File: src/rtl/irqc_pkg.sv
package irqc_pkg;
   localparam int REG_AW     = 12;
   localparam int DATA_W     = 32;
   localparam int LOW_W      = DATA_W - 1;
   localparam int REGION_LSB = 8;
   localparam int STRIDE_LSB = 3;
   localparam int UPPER_BIT  = 2;
   localparam int EN_BIT     = DATA_W - 1;

   localparam logic [LOW_W-1:0] SLOT_FIXED  = 31'h7C0;
   localparam logic [LOW_W-1:0] BOARD_FIXED = 31'h7E0;
   localparam logic [LOW_W-1:0] ERR_FIXED   = 31'h7F0;

   typedef enum logic [REG_AW-REGION_LSB-1:0] {
      RG_SLOT_MAP  = 4'h0,
      RG_BOARD_MAP = 4'h1,
      RG_SLOT_CLR  = 4'h2,
      RG_BOARD_CLR = 4'h3,
      RG_ERR_MAP   = 4'h4
   } region_e;

   typedef struct packed {
      logic slot_map;
      logic board_map;
      logic slot_clr;
      logic board_clr;
   } wr_event_t;
endpackage

File: src/rtl/irqc_first_set.sv
module irqc_first_set #(
   parameter int W = 64,
   localparam int XW = $clog2(W)
) (
   input  logic [W-1:0]  vec,
   output logic          found,
   output logic [XW-1:0] idx
);
   generate
      if (W < 2) begin : g_bad_w
         $error("irqc_first_set: W must be at least 2");
      end
   endgenerate

   always_comb begin
      found = |vec;
      idx   = '0;
      for (int i = W - 1; i >= 0; i--) begin
         if (vec[i]) idx = XW'(i);
      end
   end
endmodule

File: src/rtl/irqc_onehot.sv
module irqc_onehot #(
   parameter int N  = 64,
   parameter int IW = 7
) (
   input  logic [IW-1:0] idx,
   output logic [N-1:0]  vec
);
   generate
      if ((1 << IW) <= N) begin : g_bad_iw
         $error("irqc_onehot: IW too narrow for an idle code");
      end
      for (genvar i = 0; i < N; i++) begin : g_bit
         assign vec[i] = (idx == IW'(i));
      end
   endgenerate
endmodule

File: src/rtl/irqc_regbank.sv
module irqc_regbank
   import irqc_pkg::*;
#(
   parameter int N_SGRP  = 8,
   parameter int N_BOARD = 32,
   parameter int GRP     = 4,
   localparam int SGW    = $clog2(N_SGRP),
   localparam int BW     = $clog2(N_BOARD),
   localparam int GW     = $clog2(GRP)
) (
   input  logic              clk,
   input  logic              rst,
   input  logic              reg_wr,
   input  logic [REG_AW-1:0] reg_addr,
   input  logic              wr_en_bit,
   output logic [DATA_W-1:0] rdata,
   output wr_event_t         ev,
   output logic [SGW-1:0]    idx_sm,
   output logic [BW-1:0]     idx_bm,
   output logic [SGW-1:0]    idx_sc,
   output logic [BW-1:0]     idx_bc,
   output logic [N_SGRP-1:0]  slot_en_q,
   output logic [N_SGRP-1:0]  slot_en_nx,
   output logic [N_BOARD-1:0] board_en_q,
   output logic [N_BOARD-1:0] board_en_nx
);
   localparam int SCL = STRIDE_LSB + GW;

   generate
      if (N_SGRP < 2 || N_BOARD < 2 || GRP < 2) begin : g_bad_small
         $error("irqc_regbank: group count, board count and group size must be >= 2");
      end
      if ((1 << SGW) != N_SGRP || (1 << BW) != N_BOARD || (1 << GW) != GRP) begin : g_bad_pow2
         $error("irqc_regbank: counts must be powers of two");
      end
      if (STRIDE_LSB + BW > REGION_LSB || SCL + SGW > REGION_LSB) begin : g_bad_fit
         $error("irqc_regbank: index fields overflow the region window");
      end
   endgenerate

   region_e rg;
   logic    upper;
   logic    wr_live;
   logic    unused_addr;

   assign rg          = region_e'(reg_addr[REG_AW-1:REGION_LSB]);
   assign upper       = reg_addr[UPPER_BIT];
   assign wr_live     = reg_wr && upper;
   assign unused_addr = ^reg_addr[UPPER_BIT-1:0];

   assign idx_sm = reg_addr[STRIDE_LSB +: SGW];
   assign idx_bm = reg_addr[STRIDE_LSB +: BW];
   assign idx_sc = reg_addr[SCL +: SGW];
   assign idx_bc = reg_addr[STRIDE_LSB +: BW];

   assign ev.slot_map  = wr_live && (rg == RG_SLOT_MAP);
   assign ev.board_map = wr_live && (rg == RG_BOARD_MAP);
   assign ev.slot_clr  = wr_live && (rg == RG_SLOT_CLR);
   assign ev.board_clr = wr_live && (rg == RG_BOARD_CLR);

   generate
      for (genvar g = 0; g < N_SGRP; g++) begin : g_slot_en
         assign slot_en_nx[g] = (ev.slot_map && idx_sm == SGW'(g)) ? wr_en_bit : slot_en_q[g];
      end
      for (genvar j = 0; j < N_BOARD; j++) begin : g_board_en
         assign board_en_nx[j] = (ev.board_map && idx_bm == BW'(j)) ? wr_en_bit : board_en_q[j];
      end
   endgenerate

   always_ff @(posedge clk) begin
      if (rst) begin
         slot_en_q  <= '0;
         board_en_q <= '0;
      end else begin
         slot_en_q  <= slot_en_nx;
         board_en_q <= board_en_nx;
      end
   end

   always_comb begin
      rdata = '0;
      if (upper) begin
         case (rg)
            RG_SLOT_MAP:  rdata = {slot_en_q[idx_sm], SLOT_FIXED | (LOW_W'(idx_sm) * LOW_W'(GRP))};
            RG_BOARD_MAP: rdata = {board_en_q[idx_bm], BOARD_FIXED + LOW_W'(idx_bm)};
            RG_ERR_MAP:   rdata = {1'b0, ERR_FIXED};
            default:      rdata = '0;
         endcase
      end
   end
endmodule

File: src/rtl/irq_concentrator.sv
module irq_concentrator
   import irqc_pkg::*;
#(
   parameter int N_SLOT  = 32,
   parameter int GRP     = 4,
   parameter int N_BOARD = 32,
   localparam int N_SRC  = N_SLOT + N_BOARD
) (
   input  logic              clk,
   input  logic              rst,
   input  logic [N_SRC-1:0]  irq_in,
   input  logic              reg_wr,
   input  logic [REG_AW-1:0] reg_addr,
   input  logic [DATA_W-1:0] reg_wdata,
   output logic [DATA_W-1:0] reg_rdata,
   output logic [N_SRC-1:0]  req_vec
);
   localparam int N_SGRP = N_SLOT / GRP;
   localparam int SGW    = $clog2(N_SGRP);
   localparam int BW     = $clog2(N_BOARD);
   localparam int GW     = $clog2(GRP);
   localparam int SW     = $clog2(N_SLOT);
   localparam int XW     = $clog2(N_SRC);
   localparam int IW     = $clog2(N_SRC + 1);
   localparam logic [IW-1:0] IDLE = IW'(N_SRC);

   generate
      if (N_SLOT % GRP != 0) begin : g_bad_grp
         $error("irq_concentrator: N_SLOT must be a multiple of GRP");
      end
   endgenerate

   wr_event_t          ev;
   logic [SGW-1:0]     idx_sm, idx_sc;
   logic [BW-1:0]      idx_bm, idx_bc;
   logic [N_SGRP-1:0]  slot_en_q, slot_en_nx;
   logic [N_BOARD-1:0] board_en_q, board_en_nx;
   logic [N_SRC-1:0]   en_src_q, en_src_nx;
   logic [N_SRC-1:0]   pend_q;
   logic [IW-1:0]      req_q, req_d, req_a, req_boff;
   logic [SGW-1:0]     req_grp;
   logic               busy, req_is_slot, req_is_board;
   logic               drop, clr;
   logic               wr_en_bit, unused_wdata;

   assign wr_en_bit    = reg_wdata[EN_BIT];
   assign unused_wdata = ^reg_wdata[EN_BIT-1:0];

   irqc_regbank #(.N_SGRP(N_SGRP), .N_BOARD(N_BOARD), .GRP(GRP)) u_regs (
      .clk(clk), .rst(rst), .reg_wr(reg_wr), .reg_addr(reg_addr),
      .wr_en_bit(wr_en_bit), .rdata(reg_rdata), .ev(ev),
      .idx_sm(idx_sm), .idx_bm(idx_bm), .idx_sc(idx_sc), .idx_bc(idx_bc),
      .slot_en_q(slot_en_q), .slot_en_nx(slot_en_nx),
      .board_en_q(board_en_q), .board_en_nx(board_en_nx)
   );

   generate
      for (genvar i = 0; i < N_SLOT; i++) begin : g_slot_src
         assign en_src_q[i]  = slot_en_q[i / GRP];
         assign en_src_nx[i] = slot_en_nx[i / GRP];
      end
      for (genvar j = 0; j < N_BOARD; j++) begin : g_board_src
         assign en_src_q[N_SLOT + j]  = board_en_q[j];
         assign en_src_nx[N_SLOT + j] = board_en_nx[j];
      end
   endgenerate

   logic              scan_found, srise_found, brise_found;
   logic [XW-1:0]     scan_idx;
   logic [SW-1:0]     srise_idx;
   logic [BW-1:0]     brise_idx;
   logic [N_SLOT-1:0] srise_vec;
   logic [N_BOARD-1:0] brise_vec;

   assign srise_vec = irq_in[N_SLOT-1:0] & ~pend_q[N_SLOT-1:0] & en_src_q[N_SLOT-1:0];
   assign brise_vec = irq_in[N_SRC-1:N_SLOT] & ~pend_q[N_SRC-1:N_SLOT] & en_src_q[N_SRC-1:N_SLOT];

   irqc_first_set #(.W(N_SRC)) u_scan (
      .vec(pend_q & en_src_nx), .found(scan_found), .idx(scan_idx)
   );
   irqc_first_set #(.W(N_SLOT)) u_srise (
      .vec(srise_vec), .found(srise_found), .idx(srise_idx)
   );
   irqc_first_set #(.W(N_BOARD)) u_brise (
      .vec(brise_vec), .found(brise_found), .idx(brise_idx)
   );

   assign busy         = (req_q != IDLE);
   assign req_is_slot  = (req_q < IW'(N_SLOT));
   assign req_is_board = busy && !req_is_slot;
   assign req_grp      = req_q[GW +: SGW];
   assign req_boff     = req_q - IW'(N_SLOT);

   always_comb begin
      drop = (ev.slot_map && !wr_en_bit && req_is_slot && (req_grp == idx_sm)) ||
             (ev.board_map && !wr_en_bit && req_is_board && (req_boff == IW'(idx_bm)));
      clr  = (ev.slot_clr && req_is_slot && (req_grp == idx_sc)) ||
             (ev.board_clr && req_is_board && (req_boff == IW'(idx_bc)));
      req_a = (drop || clr) ? IDLE : req_q;
      if ((ev.slot_map || ev.board_map || clr) && (req_a == IDLE) && scan_found) begin
         req_a = IW'(scan_idx);
      end
      if (srise_found) begin
         req_d = IW'(srise_idx);
      end else if ((req_a == IDLE) && brise_found) begin
         req_d = IW'(N_SLOT) + IW'(brise_idx);
      end else begin
         req_d = req_a;
      end
   end

   always_ff @(posedge clk) begin
      if (rst) begin
         pend_q <= '0;
         req_q  <= IDLE;
      end else begin
         pend_q <= irq_in;
         req_q  <= req_d;
      end
   end

   irqc_onehot #(.N(N_SRC), .IW(IW)) u_vec (.idx(req_q), .vec(req_vec));
endmodule

File: config.mk
export PLATFORM = sky130hd
export DESIGN_NAME = irq_concentrator
export DESIGN_NICKNAME = d
export VERILOG_FILES = /design/src/rtl/irqc_pkg.sv /design/src/rtl/irqc_first_set.sv /design/src/rtl/irqc_onehot.sv /design/src/rtl/irqc_regbank.sv /design/src/rtl/irq_concentrator.sv
export SDC_FILE = /design/constraint.sdc
export NUM_CORES = 1
export LEC_CHECK = 0
export BUFFER_PORTS_ARGS = -buffer_cell sky130_fd_sc_hd__buf_4
export CORE_MARGIN = 2
export CORE_UTILIZATION = 40
export CTS_CLUSTER_DIAMETER = 40
export DETAILED_ROUTE_END_ITERATION = 7
export PLACE_DENSITY_LB_ADDON = 0.08
export RECOVER_POWER = 50
export SETUP_SLACK_MARGIN = 0.1
export SLEW_MARGIN = 30
export SYNTH_ARGS = -nofsm -noshare
export SYNTH_HDL_FRONTEND = slang
export SYNTH_SLANG_ARGS = --single-unit
File: constraint.sdc
create_clock -name clk -period 5.14 [get_ports clk]
set_clock_uncertainty 0.2 [all_clocks]
set_input_delay 0.514 -clock clk [delete_from_list [all_inputs] [get_ports clk]]
set_output_delay 0.514 -clock clk [all_outputs]
set_load 0.005 [all_outputs]
==> results.ini <==
[run_status]
status=finished with violations
violations=max-capacitance violations, max-slew violations

[critical_path]
start_kind=input port
path_cells=clkbuf_1 -> or4b_1 -> nor3_1 -> mux2_2 -> a2111oi_2 -> and4_4 -> a31oi_2 -> a211oi_2 -> a31oi_1 -> a221oi_1
critical_path_required_ns=5.19
cp_slowest_cell=or4b_1
cp.arrival_ns=4.31
crit_type=input port to flip-flop
cp_slowest_stage_delay_ns=0.94
crit_fanout=18
cp-end-kind=flip-flop
critPathBufInv=1
cp_top_family=simple AND/OR/NAND/NOR gates

[logic_synthesis]
syn_avg_cell_area_um2=7.726
synth-simple-area-share_pct=37.69
netlist_instances=1064
synth_ff_type=dfxtp_1
ys_async_sr_fraction_pct=0
synth_seq_cells=111
synthMuxAreaShare_pct=12.50
synth-edff-count=0
synth_compound_area_share_pct=15.30
synth_top_family_by_area=simple AND/OR/NAND/NOR gates
synth.distinct_cells=89
synth-xor-area-share_pct=0.9589
synth-seq-area-share_pct=27.03
yosysWarnings=0
syn_area_um2=8220
synth_fa_ha_area_share_pct=0.1522

[power]
power_density_nw_per_um2=192.7
p_leak_nw=3.685
peakVddDrop_uv=178.5

[sta]
final-hold-violation-count=0
setup_tns_ns=0
setup_violations=0
max_freq_ghz=0.2349
min_period_ns=4.257
rsz0062_at_grt=false
setup_ws_ns=0.8834
tightest_slew_ns=2.481
relSlewSlack_pct=-65.39
slew_violations=57
post-route-period-util_pct=82.81

[global_route]
grt_overflow=0
grtUsageMet3_pct=4.006
antenna_found_initial=1
met1_usage_pct=31.31
grt_pass1_vias=7362
grt_pass1_wl_um=40510
grt_util_met2_pct=39.44
grt-busiest-layer=met2
grt.total_usage_pct=23.71
grt_max_degree=57

[die]
dieWidth_um=147.4
start_util_pct=40.76
fp-row-count=52
coreArea_um2=20170
dieArea_um2=21710
ioPinCount=207
die_h_um=147.4

[finish]
diodes=0
final_cell_mix=nor2_1, buf_4, dfxtp_1, nand2_1, nor2b_1
area_growth_pct=17.76
final_common_cell=nor2_1
drive_above_1_share_pct=18.90
layout.nets=1287

[clock_tree]
postCtsHoldBufs=0
clk_pin_slew_ns=0.08
ctsResizeCount=0
numCtsBuffers=9
cts.htree.levels=3
post_cts_buffers=0
cts_sinks=111
root_buffer=clkbuf_16
cts_tree=yes
cts_buffer_depth=2
clkLatencyLatePin_ns=0.37

[placed_design]
pre_cts_ws_ns=0.6339
routabilityCongestion=0.8998
port_buffers=153
dpl.hpwl_um=19930

[detailed_routing]
firstDrtPassIters=5
vias=8073
wl_per_cell_um=17.91
final_antenna_net_count=0
drt_iter0_drc=540
drt-total-wl_um=25980
routed_via_density=5.568
drc=0

[job]
max-cap-violations=1

[min_path]
hold_class=input port to flip-flop

[through the flow]
stage	util, %	instance area [µm²]	hold slack [ns]	power [mW]	instances
floorplan	-	8292	0.2927	1.072	1083
global placement	46.57	9393	0.3250	1.152	1434
detailed placement	46.57	9393	0.3361	1.153	1434
CTS	48.05	9691	0.1532	1.883	1450
global route	48.00	9681	0.1602	1.942	1450
finish	48.00	9681	0.1575	1.865	1450
[state kept, by name (all words and copies together) (netlist names)]
name	count
req_q	7
u_regs.board_en_q	32
u_regs.slot_en_q	8
pend_q	64
[power by group]
part | internal [mW] | switching (mW)
Combinational | 0.0969 | 0.120
Sequential | 0.887 | 0.0299
Clock | 0.382 | 0.350
[layer usage]
layer	up-vias	routed length (µm)
met4	2	655
li1	3988	-
met3	40	1640
met5	-	13
met1	3791	11350
met2	252	12310
[cells by family (layout without fill, tap and decap cells)]
family	after synthesis	in the layout
flops	111	111
buf+inv	101	198
other cells	1	20
xor+xnor	9	9
mux	86	86
fa+ha+maj	1	1
simple gates	578	578
compound gates	177	177
[cell usage after synthesis, drive strengths merged (5+ instances only)]
| library cell | count | area, µm² |
|---|---|---|
| xnor2 | 9 | 78.83 |
| buf | 38 | 284.0 |
| mux2i | 61 | 610.6 |
| mux2 | 13 | 146.4 |
| a21o | 6 | 45.04 |
| a31oi | 13 | 102.6 |
| o211ai | 10 | 75.07 |
| nor3 | 45 | 265.3 |
| nor2b | 107 | 669.4 |
| mux4 | 12 | 270.3 |
| nand3b | 27 | 202.7 |
| nand3 | 23 | 115.1 |
| o21ai | 40 | 200.2 |
| o221ai | 6 | 52.55 |
| a211oi | 6 | 50.05 |
| inv | 21 | 78.83 |
| clkbuf | 41 | 153.9 |
| o31ai | 10 | 80.07 |
| and3b | 13 | 113.9 |
| nand4 | 15 | 93.84 |
| o22ai | 7 | 43.79 |
| and2 | 8 | 50.05 |
| a221oi | 6 | 58.80 |
| a21oi | 27 | 135.1 |
| nor3b | 5 | 37.54 |
| nor4 | 16 | 136.4 |
| nand2 | 108 | 405.4 |
| nor2 | 165 | 619.3 |
| nand2b | 13 | 81.33 |
| dfxtp | 111 | 2222 |
| a2111oi | 6 | 65.06 |
[layout make-up]
type	instances	area, µm²
repair buffers	160	1191
flip-flops and latches	111	2222
multi-input cells	871	5549
fillers	2072	10490
clock buffers	10	229.0
inverters	22	82.58
clock inverters	6	68.82
well taps	270	337.8
[worst paths after layout]
path / to / cells past startpoint / startpoint / slack, ns
worst min register to register: u_regs.board_en_q[30] / 2 / u_regs.board_en_q[30] / 0.35
worst min-delay path: pend_q[5] / 2 / irq_in[5] / 0.16
worst max register to register: req_q[0] / 8 / pend_q[17] / 1.90
worst max-delay path: req_q[0] / 10 / reg_addr[9] / 0.88
No activity file was read; power rests on OpenSTA's default activity.
